### src/rtl/esa_pkg.sv
package esa_pkg;
    localparam int ESA_WORD_BYTES = 4;
    localparam int ESA_FRAME_WORDS = 8;
    localparam int ESA_PAD_BIT = 9;

    typedef enum logic [1:0] {
        ST_IDLE,
        ST_PUSH,
        ST_POP,
        ST_FINISH
    } seq_state_t;

    typedef enum logic {
        OP_ENTRY,
        OP_RETURN
    } seq_op_t;
endpackage

### src/rtl/esa_entry_calc.sv
module esa_entry_calc
    import esa_pkg::*;
#(
    parameter int DATA_W = 32,
    parameter int FRAME_WORDS = ESA_FRAME_WORDS,
    parameter int PAD_BIT = ESA_PAD_BIT
) (
    input  logic              align8_en,
    input  logic [DATA_W-1:0] sp_in,
    input  logic [DATA_W-1:0] psr_in,
    output logic              need_pad,
    output logic [DATA_W-1:0] frame_base,
    output logic [DATA_W-1:0] psr_frame
);
    localparam int FRAME_BYTES = FRAME_WORDS * ESA_WORD_BYTES;

    logic [DATA_W-1:0] raw_base;

    always_comb begin
        raw_base = sp_in - DATA_W'(FRAME_BYTES);
        // Padding applies only when 8-byte alignment is on and the pointer is word-odd
        need_pad = align8_en & sp_in[2];
        frame_base = need_pad ? {raw_base[DATA_W-1:3], 3'b000} : raw_base;
        psr_frame = psr_in;
        psr_frame[PAD_BIT] = need_pad;
    end
endmodule

### src/rtl/esa_return_calc.sv
module esa_return_calc
    import esa_pkg::*;
#(
    parameter int DATA_W = 32,
    parameter int FRAME_WORDS = ESA_FRAME_WORDS,
    parameter int PAD_BIT = ESA_PAD_BIT
) (
    input  logic [DATA_W-1:0] frame_base,
    input  logic [DATA_W-1:0] stacked_psr,
    output logic [DATA_W-1:0] sp_restored,
    output logic [DATA_W-1:0] psr_clean
);
    localparam int FRAME_BYTES = FRAME_WORDS * ESA_WORD_BYTES;

    always_comb begin
        sp_restored = frame_base + DATA_W'(FRAME_BYTES)
                    + (stacked_psr[PAD_BIT] ? DATA_W'(ESA_WORD_BYTES) : '0);
        psr_clean = stacked_psr;
        psr_clean[PAD_BIT] = 1'b0;
    end
endmodule

### src/rtl/esa_seq.sv
module esa_seq
    import esa_pkg::*;
#(
    parameter int FRAME_WORDS = ESA_FRAME_WORDS,
    localparam int IDX_W = $clog2(FRAME_WORDS)
) (
    input  logic             clk,
    input  logic             rst_n,
    input  logic             start_entry,
    input  logic             start_ret,
    output logic [IDX_W-1:0] idx_o,
    output logic             busy,
    output logic             done,
    output logic             xfer_we,
    output logic             xfer_re,
    output logic             last_xfer
);
    localparam logic [IDX_W-1:0] LAST_IDX = IDX_W'(FRAME_WORDS - 1);

    seq_state_t       state_q, state_d;
    logic [IDX_W-1:0] idx_q, idx_d;

    // next-state logic
    always_comb begin
        state_d = state_q;
        idx_d = idx_q;
        unique case (state_q)
            ST_IDLE: begin
                if (start_entry) begin
                    state_d = ST_PUSH;
                    idx_d = LAST_IDX;
                end else if (start_ret) begin
                    state_d = ST_POP;
                    idx_d = LAST_IDX;
                end
            end
            ST_PUSH, ST_POP: begin
                if (idx_q == '0) state_d = ST_FINISH;
                else idx_d = idx_q - 1'b1;
            end
            ST_FINISH: state_d = ST_IDLE;
        endcase
    end

    // state register
    always_ff @(posedge clk or negedge rst_n) begin
        if (!rst_n) begin
            state_q <= ST_IDLE;
            idx_q <= '0;
        end else begin
            state_q <= state_d;
            idx_q <= idx_d;
        end
    end

    // outputs
    always_comb begin
        busy = 1'b0;
        done = 1'b0;
        xfer_we = 1'b0;
        xfer_re = 1'b0;
        unique case (state_q)
            ST_IDLE: ;
            ST_PUSH: begin
                busy = 1'b1;
                xfer_we = 1'b1;
            end
            ST_POP: begin
                busy = 1'b1;
                xfer_re = 1'b1;
            end
            ST_FINISH: begin
                busy = 1'b1;
                done = 1'b1;
            end
        endcase
        last_xfer = (xfer_we | xfer_re) & (idx_q == '0);
        idx_o = idx_q;
    end

    assert_done_single_R8: assert property (@(posedge clk) disable iff (!rst_n)
        done |=> !done);
    assert_done_after_last_R8: assert property (@(posedge clk) disable iff (!rst_n)
        last_xfer |=> done);
endmodule

### src/rtl/exc_stack_align.sv
module exc_stack_align
    import esa_pkg::*;
#(
    parameter int DATA_W = 32,
    parameter int FRAME_WORDS = ESA_FRAME_WORDS,
    parameter int PAD_BIT = ESA_PAD_BIT,
    localparam int GPR_W = (FRAME_WORDS - 1) * DATA_W
) (
    input  logic              clk,
    input  logic              rst_n,
    input  logic              align8_en,
    input  logic              entry_req,
    input  logic              ret_req,
    input  logic [DATA_W-1:0] sp_in,
    input  logic [DATA_W-1:0] psr_in,
    input  logic [GPR_W-1:0]  regs_in,
    output logic              mem_we,
    output logic              mem_re,
    output logic [DATA_W-1:0] mem_addr,
    output logic [DATA_W-1:0] mem_wdata,
    input  logic [DATA_W-1:0] mem_rdata,
    output logic              busy,
    output logic              done,
    output logic [DATA_W-1:0] sp_out,
    output logic [DATA_W-1:0] psr_stacked,
    output logic [DATA_W-1:0] psr_restore,
    output logic [GPR_W-1:0]  regs_out,
    output logic              sp_err
);
    localparam int IDX_W = $clog2(FRAME_WORDS);
    localparam logic [IDX_W-1:0] STATUS_IDX = IDX_W'(FRAME_WORDS - 1);

    logic              misaligned, accept_entry, accept_ret, reject;
    logic              need_pad;
    logic [DATA_W-1:0] entry_base, psr_frame, sp_restored, psr_clean;
    logic [IDX_W-1:0]  idx;
    logic              xfer_we, xfer_re, last_xfer;

    logic [DATA_W-1:0] base_q, psr_frame_q, stat_q, sp_out_q, psr_restore_q;
    logic [GPR_W-1:0]  regs_q, regs_out_q;
    logic              align_q, sp_err_q;
    seq_op_t           op_q;

    always_comb begin
        misaligned = |sp_in[1:0];
        accept_entry = !busy && entry_req && !misaligned;
        accept_ret = !busy && ret_req && !entry_req && !misaligned;
        reject = !busy && (entry_req || ret_req) && misaligned;
    end

    esa_entry_calc #(.DATA_W(DATA_W), .FRAME_WORDS(FRAME_WORDS), .PAD_BIT(PAD_BIT)) u_entry (
        .align8_en (align8_en),
        .sp_in     (sp_in),
        .psr_in    (psr_in),
        .need_pad  (need_pad),
        .frame_base(entry_base),
        .psr_frame (psr_frame)
    );

    esa_return_calc #(.DATA_W(DATA_W), .FRAME_WORDS(FRAME_WORDS), .PAD_BIT(PAD_BIT)) u_ret (
        .frame_base (base_q),
        .stacked_psr(stat_q),
        .sp_restored(sp_restored),
        .psr_clean  (psr_clean)
    );

    esa_seq #(.FRAME_WORDS(FRAME_WORDS)) u_seq (
        .clk        (clk),
        .rst_n      (rst_n),
        .start_entry(accept_entry),
        .start_ret  (accept_ret),
        .idx_o      (idx),
        .busy       (busy),
        .done       (done),
        .xfer_we    (xfer_we),
        .xfer_re    (xfer_re),
        .last_xfer  (last_xfer)
    );

    // memory port: word idx sits at base + 4*idx
    always_comb begin
        mem_we = xfer_we;
        mem_re = xfer_re;
        mem_addr = base_q + DATA_W'({idx, 2'b00});
        if (idx == STATUS_IDX) mem_wdata = psr_frame_q;
        else mem_wdata = regs_q[int'(idx)*DATA_W +: DATA_W];
    end

    always_ff @(posedge clk or negedge rst_n) begin
        if (!rst_n) begin
            base_q <= '0;
            psr_frame_q <= '0;
            regs_q <= '0;
            align_q <= 1'b0;
            op_q <= OP_ENTRY;
            stat_q <= '0;
            regs_out_q <= '0;
            sp_out_q <= '0;
            psr_restore_q <= '0;
            sp_err_q <= 1'b0;
        end else begin
            sp_err_q <= reject;
            if (accept_entry) begin
                base_q <= entry_base;
                psr_frame_q <= psr_frame;
                regs_q <= regs_in;
                align_q <= align8_en;
                op_q <= OP_ENTRY;
            end else if (accept_ret) begin
                base_q <= sp_in;
                op_q <= OP_RETURN;
            end
            if (xfer_re) begin
                if (idx == STATUS_IDX) stat_q <= mem_rdata;
                else regs_out_q[int'(idx)*DATA_W +: DATA_W] <= mem_rdata;
            end
            if (xfer_we && last_xfer) sp_out_q <= base_q;
            if (xfer_re && last_xfer) begin
                sp_out_q <= sp_restored;
                psr_restore_q <= psr_clean;
            end
        end
    end

    assign sp_out = sp_out_q;
    assign psr_stacked = psr_frame_q;
    assign psr_restore = psr_restore_q;
    assign regs_out = regs_out_q;
    assign sp_err = sp_err_q;

    assert_push_descending_R5: assert property (@(posedge clk) disable iff (!rst_n)
        (mem_we && $past(mem_we)) |-> mem_addr == $past(mem_addr) - DATA_W'(ESA_WORD_BYTES));
    assert_pop_descending_R6: assert property (@(posedge clk) disable iff (!rst_n)
        (mem_re && $past(mem_re)) |-> mem_addr == $past(mem_addr) - DATA_W'(ESA_WORD_BYTES));
    assert_padded_sp_aligned_R2: assert property (@(posedge clk) disable iff (!rst_n)
        (done && op_q == OP_ENTRY && align_q) |-> sp_out[2:0] == 3'b000);
    assert_no_flag_when_off_R1: assert property (@(posedge clk) disable iff (!rst_n)
        (done && op_q == OP_ENTRY && !align_q) |-> !psr_stacked[PAD_BIT]);
    assert_reject_no_access_R9: assert property (@(posedge clk) disable iff (!rst_n)
        sp_err |-> (!busy && !mem_we && !mem_re));
    assert_ignore_when_busy_R10: assert property (@(posedge clk) disable iff (!rst_n)
        (busy && !done) |=> busy);
endmodule

### config.mk
export PLATFORM = sky130hd
export DESIGN_NAME = exc_stack_align
export DESIGN_NICKNAME = d
export VERILOG_FILES = /design/src/rtl/esa_pkg.sv /design/src/rtl/esa_entry_calc.sv /design/src/rtl/esa_return_calc.sv /design/src/rtl/esa_seq.sv /design/src/rtl/exc_stack_align.sv
export SDC_FILE = /design/constraint.sdc
export NUM_CORES = 1
export LEC_CHECK = 0
export BUFFER_PORTS_ARGS = -buffer_cell sky130_fd_sc_hd__buf_2
export CORE_AREA = 4 4 274 276
export DETAILED_ROUTE_END_ITERATION = 10
export DIE_AREA = 0 0 278 280
export PLACE_DENSITY = 0.71
export SETUP_SLACK_MARGIN = 0.2
export SLEW_MARGIN = 10
export SYNTH_ARGS = -nofsm -noshare
export SYNTH_HDL_FRONTEND = slang
export SYNTH_HIERARCHICAL = 1
export SYNTH_SLANG_ARGS = --single-unit
### constraint.sdc
create_clock -name clk -period 4.7 [get_ports clk]
set_clock_uncertainty 0.05 [all_clocks]
set_input_delay 0.94 -clock clk [delete_from_list [all_inputs] [get_ports clk]]
set_output_delay 0.94 -clock clk [all_outputs]
set_load 0.1 [all_outputs]
== Word-level counts from Yosys, hierarchy flattened ==
Cells that the tools add are included.
Widths: inputs -> output; s select.
Cells by class
  add/subtract/negate cells: 6
  bitwise gates (word level): 4
  reduce and logical (&&, ||, !) cells: 25
  muxes and demuxes: 20
  shift-type cells: 3
  equal/unequal tests: 7
Operator list (number)
  $bwmux 224: 1
  $shift 32x33->224 const A: 1
  $shiftx 224x9->32: 1
  $shiftx 32x33->224: 1
  $mux 32: 5
  $neg 8->33: 1
  $add 32x32->32: 1
  $add 32x5->32: 1
  $add 32x6->32 const B: 1
  $sub 32x6->32 const B: 1
  $mux 3: 5
  $logic_and 1x1->1: 9
  $mux 2: 3
  $pmux 2 s3: 1
  $pmux 3 s2: 1
  $reduce_and 2->1: 3
  $reduce_bool 2->1: 3
  $eq 2x2->1 const B: 2
  $mux 1: 4
  $reduce_or 2->1: 2
  $eq 3x3->1 const B: 1
  $logic_not 1->1: 3
  $logic_not 3->1: 1
  $ne 3x3->1 const B: 1
  other kinds (11): 12
Word-level totals
  bits in registers: 613
  word-level logic and storage cells: 75
  input port bits: 325
  output and inout bits: 389

== Depth between registers and ports, before layout ==
  depth after elaboration: 10
  gate-level depth with buffers: 11
  mapped depth without buffers: 8

== Modules after synthesis ==
The synthesis kept the hierarchy.
Modules (own cells, without submodules)
  exc_stack_align: cells each 2030, area an instance 26344.0 sq um, instances 1
  esa_return_calc: cells each 120, area an instance 848.3 sq um, instances 1
  esa_entry_calc: cells each 111, area an instance 807.0 sq um, instances 1
  esa_seq: cells each 44, area an instance 411.6 sq um, instances 1

== Least setup slack after synthesis ==
No wires, ideal clock.
  path type: register to output
  start point: reg u_seq.idx_q[0], in the netlist u_seq/idx_o[0]
  end point: out mem_wdata[10]
  data arrival time: 3459 ps
  buffers on the path: 3
  data required time: 3710 ps
  stages on the path, launching flop included: 8
  setup slack: 251 ps
  cells stage by stage: dfrtp_1 -> buf_2 -> clkbuf_1 -> buf_2 -> mux2i_1 -> nor2_1 -> a21oi_1 -> o21ai_0
Between the ends
  cells in the longest elaborated chain, start to end: 2
  elaborated cells on any way between the ends: 3
RTL lines
  start, declared: RTL line esa_seq.sv:21  | logic [IDX_W-1:0] idx_q, idx_d;
  start signal, assigned: RTL line esa_seq.sv:52  | idx_q <= idx_d;
  $shiftx 224x9->32 or $eq 3x3->1 (tied branches): RTL line exc_stack_align.sv:86, exc_stack_align.sv:85
  $mux 32 (*): RTL line exc_stack_align.sv:85  | if (idx == STATUS_IDX) mem_wdata = psr_frame_q;
  end, declared: RTL line exc_stack_align.sv:20  | output logic [DATA_W-1:0] mem_wdata,
Mark *: on every way between the ends. The rest lies on a longest branch, timed or not.

== Worst setup path in the final report ==
  start point: reg u_seq.idx_q[0], in the netlist u_seq/idx_o[0]
  end point: out mem_wdata[19]
The elaborated chain is that of the path after synthesis.

==> out/qor.csv <==
stage;metric;value;unit
run_status;outcome;complete, no violations;
drt;via_per_inst;5.290;
placement;dp_hpwl;68220;um
drt;avgRoutedWirePerCell;23.30;um
die;initial_core_util;0.3914;
logic_synthesis;avgSynthCellArea;12.33;sq um
setup_path;crit_required;3.71;ns
setup_path;path_buf_inv;3;
setup_path;crit_family;buffers and inverters;
clocking;cts_buffers;68;
final_layout;fillerInstances;6541;
logic_synthesis;yosys_warnings;6;
timing;max_slew_margin;0.2941;
timing;slew_violations;0;
setup_path;critPathKind;reg -> out;
logic_synthesis;synthDistinctLibCells;63;
timing;setup_viol;0;
setup_path;path_depth;7;
setup_path;crit_slowest_cell;dfrtp_4;
setup_path;worstSetupStartpointType;register;
grt;grt_pass1_vias;21320;
logic_synthesis;synth_ff_type;dfrtp_1;
die;io_pins;714;
grt;gr-usage-all-layers;0.2274;
clocking;clock_path_buffers;3;
setup_path;crit_arrival;3.36;ns
setup_path;slowest_delay;0.63;ns
setup_path;reg2regPathDepth;9;
drt;drc_errors;0;
timing;fin_ws;0.3543;ns
logic_synthesis;syn_nets;2648;
logic_synthesis;synth_area_leaders;dfrtp_1, mux2_2, mux2i_1;
final_layout;nNetsFinal;3266;
grt;grt_pass1_wl;135600;um
placement;place_congestion;0.9322;
logic_synthesis;syn_inst;2305;
timing;tns;0;ns
drt;ant_nets;0;
logic_synthesis;async_reset_ff_frac;1.000;
clocking;clock-sinks;614;
timing;tightest_slew;1.055;ns
final_layout;syn_to_final_growth;22.63;%
clocking;cts_tree;yes;
grt;antenna_found_initial;34;
die;num_rows;99;
final_layout;final-seq-area;15370;sq um
die;dieArea;77840;sq um
die;design.core.area;72590;sq um
clocking;ctsHoldBuffers;0;
placement;port_buffers;712;
grt;gr-total-overflow;0;
timing;fmax;230.1;MHz
final_layout;multi_input_area;11850;sq um
run;cap_violations;0;
grt;grt_max_degree;104;
clocking;insertion_delay;0.60;ns
placement;dp_slack;0.8009;ns
logic_synthesis;synth_edf_count;0;
logic_synthesis;yosysTopAreaCell;dfrtp_1;
drt;via_count;20920;
logic_synthesis;seq_area_frac_synth;0.5408;
clocking;post_cts.repair.setup_buffers;0;
timing;hold_violations;0;
logic_synthesis;ys_ff_latch;614;
clocking;cts-root-buf;clkbuf_16;
timing;period_share;0.9246;
die;fp.dieW;278;um
logic_synthesis;synth.top_cell.area_share;0.5408;
setup_path;cp-end-kind;output pin;
timing;finalCriticalPeriod;4.346;ns
final_layout;drive_above_1_share;0.4538;
drt;drtIter0Drc;1109;
drt;first_pass_iters;5;
logic_synthesis;netlist_area;28410;sq um
setup_path;path_max_fanout;67;
die;die_h;280;um
worst_hold_path;hp-class;in -> async;
timing;rsz0062_at_grt;false;
clocking;cts.htree.levels;3;
drt;drt-total-wl;92120;um
clocking;cts.clk_slew.worst_paths;0.06;ns
setup_path;path_cells;buf_12 > buf_4 > mux2i_1 > nor2_1 > a21oi_1 > o21ai_0 > buf_2;
## routing by layer
| metal | global-route usage | wire [um] |
|---|---|---|
| met4 | 0.09995 | 3797 |
| met2 | 0.3874 | 45080 |
| met3 | 0.05883 | 7027 |
| met5 | 0 | 80 |
| met1 | 0.2736 | 36130 |
## path summary, 6_finish.rpt
kind	startpoint	to	slack, ns
max	u_seq/idx_o[0]$_DFFE_PN0P_	mem_wdata[19]	0.35
min	rst_n	regs_out[39]$_DFFE_PN0P_	0.37
max reg2reg	u_seq/idx_o[0]$_DFFE_PN0P_	sp_out[2]$_DFFE_PN0P_	1.58
min reg2reg	sp_out[16]$_DFFE_PN0P_	sp_out[16]$_DFFE_PN0P_	0.42
max in group asynchronous	rst_n	psr_stacked[20]$_DFFE_PN0P_	3.10
min in group clk	sp_out[16]$_DFFE_PN0P_	sp_out[16]$_DFFE_PN0P_	0.42
## synthesized netlist by cell type, drive strengths merged, types with 4 or more instances
library cell	number
a21oi	68
and2	42
and3	9
and4	4
buf	140
clkbuf	74
dfrtp	614
ha	17
inv	17
mux2	451
mux2i	158
nand2	157
nand2b	6
nand3	24
nand4	24
nor2	56
nor2b	8
nor3	22
nor4	14
o21ai	188
o22ai	34
o31ai	63
or3	5
xnor2	44
xor2	38
## worst reg2reg max path, cell delays in order, from the launching register on
cell	delay (ns)
dfrtp_4	0.63
buf_12	0.37
inv_1	0.16
ha_1	0.25
nor2b_1	0.15
and2_1	0.24
nand2_4	0.37
buf_12	0.32
mux2i_1	0.30
o21ai_0	0.12
## flip-flops by register name, summed over array words and instances, names as in the netlist
register       count
u_seq/state_q      2
regs_q           224
regs_out         224
psr_restore       32
sp_out            32
stat_q            32
base_q            32
sp_err             1
psr_stacked       32
u_seq/idx_o        3
## layout make-up
cell class	count	area share
diodes	20	0.001436
clock buffers	100	0.05749
clock inverters	22	0.006249
inverters	17	0.001832
multi-input cells	1460	0.3401
flip-flops and latches	614	0.4411
well taps	959	0.03444
repair buffers	762	0.1173
## logic make-up (layout without fill, tap and decap cells)
kind of cell | count (synthesis) | in the layout | synth area share
flops | 614 | 614 | 0.5408
compound gates | 365 | 365 | 0.07377
other cells | 1 | 21 | 0.0001320
simple gates | 385 | 385 | 0.06910
mux | 609 | 609 | 0.2384
fa+ha+maj | 18 | 18 | 0.008191
buf+inv | 231 | 901 | 0.04435
xor+xnor | 82 | 82 | 0.02528
## layout by cell type, fill, tap and decap left out, types with 22 or more instances in the layout
master and count:
mux2_4 30, nand2_1 153, mux2i_1 158, nand4_1 23
nor2_1 51, o22ai_1 34, a21oi_1 68, and2_1 40
xor2_1 38, buf_2 706, buf_4 43, dfrtp_1 612
nand3_1 22, mux2_2 410, o21ai_0 186, xnor2_1 44
o31ai_1 63, clkbuf_16 69
## repair_timing
action                                  in CTS  in global routing
pin swaps                                    0                  0
endpoints found under the setup margin       3                  7
gates resized for setup                      3                  3
## per-stage QoR
stage | area [sq um] | hold WS, ns | util | cells
floorplan | 28410 | 0.4300 | - | 2305
global placement | 32550 | 0.4076 | 0.4484 | 3812
detailed placement | 32550 | 0.4158 | 0.4484 | 3812
CTS | 34780 | 0.3711 | 0.4791 | 3934
global route | 34830 | 0.4098 | 0.4798 | 3949
finish | 34840 | 0.3710 | 0.4800 | 3954
Power is left out: the tool's default activity adds up to more than one toggle a clock period on the data nets, which glitch-free logic cannot reach.
